[src/rtl/dd_locator.sv]
module dd_locator #(
  parameter int AW      = 32,
  parameter int EPW     = 5,
  parameter int RET_BIT = 0,
  parameter int NXT_BIT = 2
) (
  input  logic           clk,
  input  logic           rst_n,
  input  logic [AW-1:0]  tbl_base,
  input  logic           req_valid,
  input  logic [EPW-1:0] req_ep,
  input  logic           desc_retired,
  output logic           busy,
  output logic           done,
  output logic           irq,
  output logic [AW-1:0]  desc_addr,
  output logic           mem_rd,
  output logic           mem_wr,
  output logic [AW-1:0]  mem_addr,
  output logic [AW-1:0]  mem_wdata,
  input  logic [AW-1:0]  mem_rdata,
  input  logic           mem_ready
);
  typedef enum logic [2:0] {S_IDLE, S_PTR, S_STAT, S_CTRL, S_NEXT, S_WB} st_t;

  st_t            st;
  logic [EPW-1:0] ep, last_ep;
  logic [AW-1:0]  ptr;
  logic           proceed;

  wire [AW-1:0] slot = tbl_base + AW'({ep, 2'b00});
  wire          hit  = proceed && (req_ep == last_ep) && !desc_retired;

  assign busy      = (st != S_IDLE);
  assign mem_rd    = (st == S_PTR) || (st == S_STAT) || (st == S_CTRL) || (st == S_NEXT);
  assign mem_wr    = (st == S_WB);
  assign mem_wdata = ptr;

  always_comb begin
    case (st)
      S_STAT:  mem_addr = ptr + AW'(12);
      S_CTRL:  mem_addr = ptr + AW'(4);
      S_NEXT:  mem_addr = ptr;
      default: mem_addr = slot;
    endcase
  end

  always_ff @(posedge clk or negedge rst_n) begin
    if (!rst_n) begin
      st        <= S_IDLE;
      done      <= 1'b0;
      irq       <= 1'b0;
      desc_addr <= '0;
      ep        <= '0;
      last_ep   <= '0;
      ptr       <= '0;
      proceed   <= 1'b0;
    end else begin
      done <= 1'b0;
      irq  <= 1'b0;
      if (desc_retired) proceed <= 1'b0;
      case (st)
        S_IDLE: if (req_valid) begin
          if (hit) begin
            done      <= 1'b1;
            desc_addr <= ptr;
          end else begin
            proceed <= 1'b0;
            ep      <= req_ep;
            st      <= S_PTR;
          end
        end
        S_PTR: if (mem_ready) begin
          ptr <= mem_rdata;
          if (mem_rdata == '0) begin
            done <= 1'b1; irq <= 1'b1; desc_addr <= '0; st <= S_IDLE;
          end else st <= S_STAT;
        end
        S_STAT: if (mem_ready) begin
          if (!mem_rdata[RET_BIT]) begin
            done <= 1'b1; desc_addr <= ptr; proceed <= 1'b1; last_ep <= ep; st <= S_IDLE;
          end else st <= S_CTRL;
        end
        S_CTRL: if (mem_ready) begin
          if (mem_rdata[NXT_BIT]) st <= S_NEXT;
          else begin
            done <= 1'b1; irq <= 1'b1; desc_addr <= '0; st <= S_IDLE;
          end
        end
        S_NEXT: if (mem_ready) begin
          ptr <= mem_rdata;
          st  <= S_WB;
        end
        S_WB: if (mem_ready) begin
          if (ptr == '0) begin
            done <= 1'b1; irq <= 1'b1; desc_addr <= '0; st <= S_IDLE;
          end else st <= S_STAT;
        end
        default: st <= S_IDLE;
      endcase
    end
  end

  assert_strobe_excl_R10: assert property (@(posedge clk) disable iff (!rst_n)
    !(mem_rd && mem_wr));
  assert_rd_hold_R10: assert property (@(posedge clk) disable iff (!rst_n)
    (mem_rd && !mem_ready) |=> (mem_rd && $stable(mem_addr)));
  assert_wr_hold_R10: assert property (@(posedge clk) disable iff (!rst_n)
    (mem_wr && !mem_ready) |=> (mem_wr && $stable(mem_addr) && $stable(mem_wdata)));
  assert_irq_with_done_R3: assert property (@(posedge clk) disable iff (!rst_n)
    irq |-> (done && desc_addr == '0));
  assert_found_nonzero_R4: assert property (@(posedge clk) disable iff (!rst_n)
    (done && !irq) |-> (desc_addr != '0));
  assert_skip_no_access_R7: assert property (@(posedge clk) disable iff (!rst_n)
    (!busy && req_valid && hit) |=> (done && !irq && !mem_rd && !mem_wr));
  assert_retire_forces_fetch_R8: assert property (@(posedge clk) disable iff (!rst_n)
    (!busy && req_valid && desc_retired) |=> (busy && !done));
endmodule

[config.mk]
export PLATFORM = sky130hd
export DESIGN_NAME = dd_locator
export DESIGN_NICKNAME = d
export VERILOG_FILES = /design/src/rtl/dd_locator.sv
export SDC_FILE = /design/constraint.sdc
export NUM_CORES = 1
export LEC_CHECK = 0
export ABC_AREA = 1
export BUFFER_PORTS_ARGS = -buffer_cell sky130_fd_sc_hd__buf_2
export CELL_PAD_IN_SITES_DETAIL_PLACEMENT = 1
export CELL_PAD_IN_SITES_GLOBAL_PLACEMENT = 1
export CORE_MARGIN = 1
export CORE_UTILIZATION = 25
export DETAILED_ROUTE_END_ITERATION = 8
export PLACE_DENSITY_LB_ADDON = 0.05
export SLEW_MARGIN = 15
export SYNTH_ARGS = -nofsm -noshare
export SYNTH_HDL_FRONTEND = slang
export SYNTH_SLANG_ARGS = --single-unit
[constraint.sdc]
create_clock -name clk -period 3.7 [get_ports clk]
set_input_delay 0.74 -clock clk [delete_from_list [all_inputs] [get_ports clk]]
set_output_delay 0.74 -clock clk [all_outputs]
set_load 0.005 [all_outputs]
==> metrics.csv <==
metric;value;unit
status;finished, final reports clean;
min_period;3433;ps
diodes;0;
crit_chain;inv_2 > nor2_4 > inv_2 > nor2_2 > fa_2 > inv_1 > nand2_1 > nor2_4 > nand2_1 > nor2_2 > buf_4 > inv_1 > nor3_1 > o21ai_0 > nand3_1 > buf_2;
synthTopCellsByArea;dfrtp_1, nand2_1, inv_1, nor2_1, nand3_1;
worstSetupPathType;register to output pin;
hold_viol_final;0;
dpl.hpwl;20670;um
syn_inst;973;
crit_family;simple AND/OR/NAND/NOR gates;
syn_nets;1055;
cts-htree-levels;3;
cts-root-buf;clkbuf_16;
layout.cells.non_filler;1461;
cp.arrival;2690;ps
leakage;4.017;nW
routed_via_density;4.749;
grt_overflow_total;0;
dr.pass1.iters;4;
yosysSeqAreaShare;33.26;%
clk-insertion-delay-late;360;ps
crit_required;2960;ps
max_stage_delay;410;ps
yosys_most_used_dff;dfrtp_1;
crit_path_start;st[1];
grt_pass1_wl;40490;um
io_buffers;174;
critPathMaxFanout;5;
reg2reg_slack;1190;ps
crit_path_end_kind;output pin;
post-synth-top-count-cell;nand2_1;
io_pins;175;
area_delta_synth_final;26.63;%
power_frac_seq;27.5;%
fin_crit_sh;92.79;%
wire_per_inst;17.72;um
p_comb_share;56.2;%
cts_buffers;9;
cp-endpoint;mem_addr[16];
core_area;23540;um2
initial_core_util;25.56;%
r2r_end;desc_addr[21];
routed-via-count;6938;
routed_wl;25880;um
cts_tree;built;
synth_area_leader_cell;dfrtp_1;
synth_common_cells;nand2_1, inv_1, nor2_1;
synthArstFlopShare;100.0;%
pwr-share-clk;16.3;%
netlist_area;6018;um2
final_core_util;32.37;%
final_layout_size_suffix_gt1_share;20.14;%
clk_pin_slew_worst_paths;70;ps
tightest_slew;820.7;ps
die_w;157.2;um
p_sw_share;52.01;%
crit_slowest_cell;dfrtp_1;
nNetsFinal;1220;
gp_congestion;0.8350;
report.final.slew_viol_count;0;
relSlewSlack;45.08;%
r2r-start;mem_wdata[27];
drtAntennaViolNets;0;
fp.dieArea;24700;um2
path_depth;16;
syn_area_per_cell;6.185;um2
clock_skew;9.930;ps
hold_path.class;input pin to async pin;
grt_max_degree;59;
start_kind;register;
fin_tns_setup;0;ps
num_rows;56;
cap_violations;0;
path_buf_inv;6;
clock.fmax;0.2913;GHz
ir_drop;0.3442;mV
clk_path_buf_depth;2;
synth_top_area_share;33.26;%
cts_sinks;80;
dp.cells;1445;
ys_ff_latch;80;
yosys_warnings;0;
finalSetupViolCount;0;
synth_edf_count;0;
ys_types;33;
p_int;3.058;mW
grt.total_usage;21.95;%
drc;0;
p_sw;3.314;mW
rsz0062_at_grt;false;
grt_pass1_vias;7015;
rr_worst_depth;11;
drtIter0Drc;306;
antenna_found_initial;0;
die_height;157.2;um
power_density;836.1;nW/um2
## cell type report
class / instances / area, um2
repair buffers: 188 / 991.0
clock inverters: 5 / 88.84
fillers: 3162 / 15920
multi-input cells: 721 / 3383
clock buffers: 10 / 239.0
flip-flops and latches: 80 / 2002
inverters: 138 / 518.0
well taps: 319 / 399.1
## metal layers
metal | global-route usage [%] | vias to the layer above | share of wire [%] | routed length [um]
met5 | 0 | - | 0 | 0
li1 | - | 3473 | - | -
met4 | 5.132 | 0 | 1.6 | 413
met1 | 29.39 | 3279 | 47 | 12160
met2 | 36.34 | 164 | 46 | 12020
met3 | 4.102 | 22 | 4.9 | 1281
## flip-flops by register name, summed over array words and instances (netlist names)
name / count
desc_addr: 32
done: 1
ep: 5
irq: 1
last_ep: 5
mem_wdata: 32
proceed: 1
st: 3
## cell usage in the layout, fill, tap and decap left out, types with 10 or more instances in the layout
master,synthesis,final
buf_2,16,173
a21oi_1,28,27
o21ai_0,69,69
nor3_1,19,19
o211ai_1,10,10
dfrtp_1,80,80
nor2_1,130,123
inv_1,134,134
nand2_1,296,296
buf_4,2,14
nand3_1,87,84
nand4_1,52,52
## through the flow
step	cell area (um2)	power, mW	hold WS, ps	setup WS (ps)
finish	7621	6.372	268.8	266.8
global route	7621	7.011	285.8	7.956
CTS	7572	6.454	277.2	29.14
detailed placement	7237	5.378	454.5	354.5
global placement	7237	5.357	449.2	388.6
floorplan	6018	3.762	444.4	792.8
## cells by family (layout without fill, tap and decap cells)
kind of cell / count (synthesis) / after routing / synth area share, %
AO/OA/AOI/OAI: 116 / 116 / 10.54
XOR/XNOR: 2 / 2 / 0.2911
adder cells (fa/ha/maj): 8 / 8 / 1.913
buffers and inverters: 172 / 341 / 11.56
flip-flops: 80 / 80 / 33.26
multiplexers: 1 / 1 / 0.1871
AND/OR/NAND/NOR: 594 / 594 / 42.25
## worst min-delay path by stage
stage / startpoint / end / slack [ps] / depth (start not counted)
3_5_place_dp: desc_addr[8] / desc_addr[8] / 450 / 2
4_1_cts: rst_n / desc_addr[14] / 280 / 1
3_3_place_gp: desc_addr[26] / desc_addr[26] / 450 / 2
5_1_grt: rst_n / desc_addr[10] / 290 / 1
2_1_floorplan: rst_n / desc_addr[0] / 440 / 0
6_report: rst_n / desc_addr[10] / 270 / 1
## what timing repair did
item / 4_1_cts / 5_1_grt
hold endpoints to repair: 0 / 0
pin swaps: 0 / 3
setup buffers: 0 / 1
setup endpoints to repair: 2 / 17
hold buffers: 0 / 0
gates resized for setup: 2 / 11
## power groups by stage
stage | Clock (mW) | Sequential, mW | Combinational (mW)
3_3_place_gp | 0 | 1.77 | 3.59
5_1_grt | 1.11 | 1.81 | 4.09
3_5_place_dp | 0 | 1.76 | 3.61
6_report | 1.04 | 1.75 | 3.58
4_1_cts | 1.07 | 1.75 | 3.63
2_1_floorplan | 0 | 1.58 | 2.18
No activity file was read; power rests on OpenSTA's default activity.
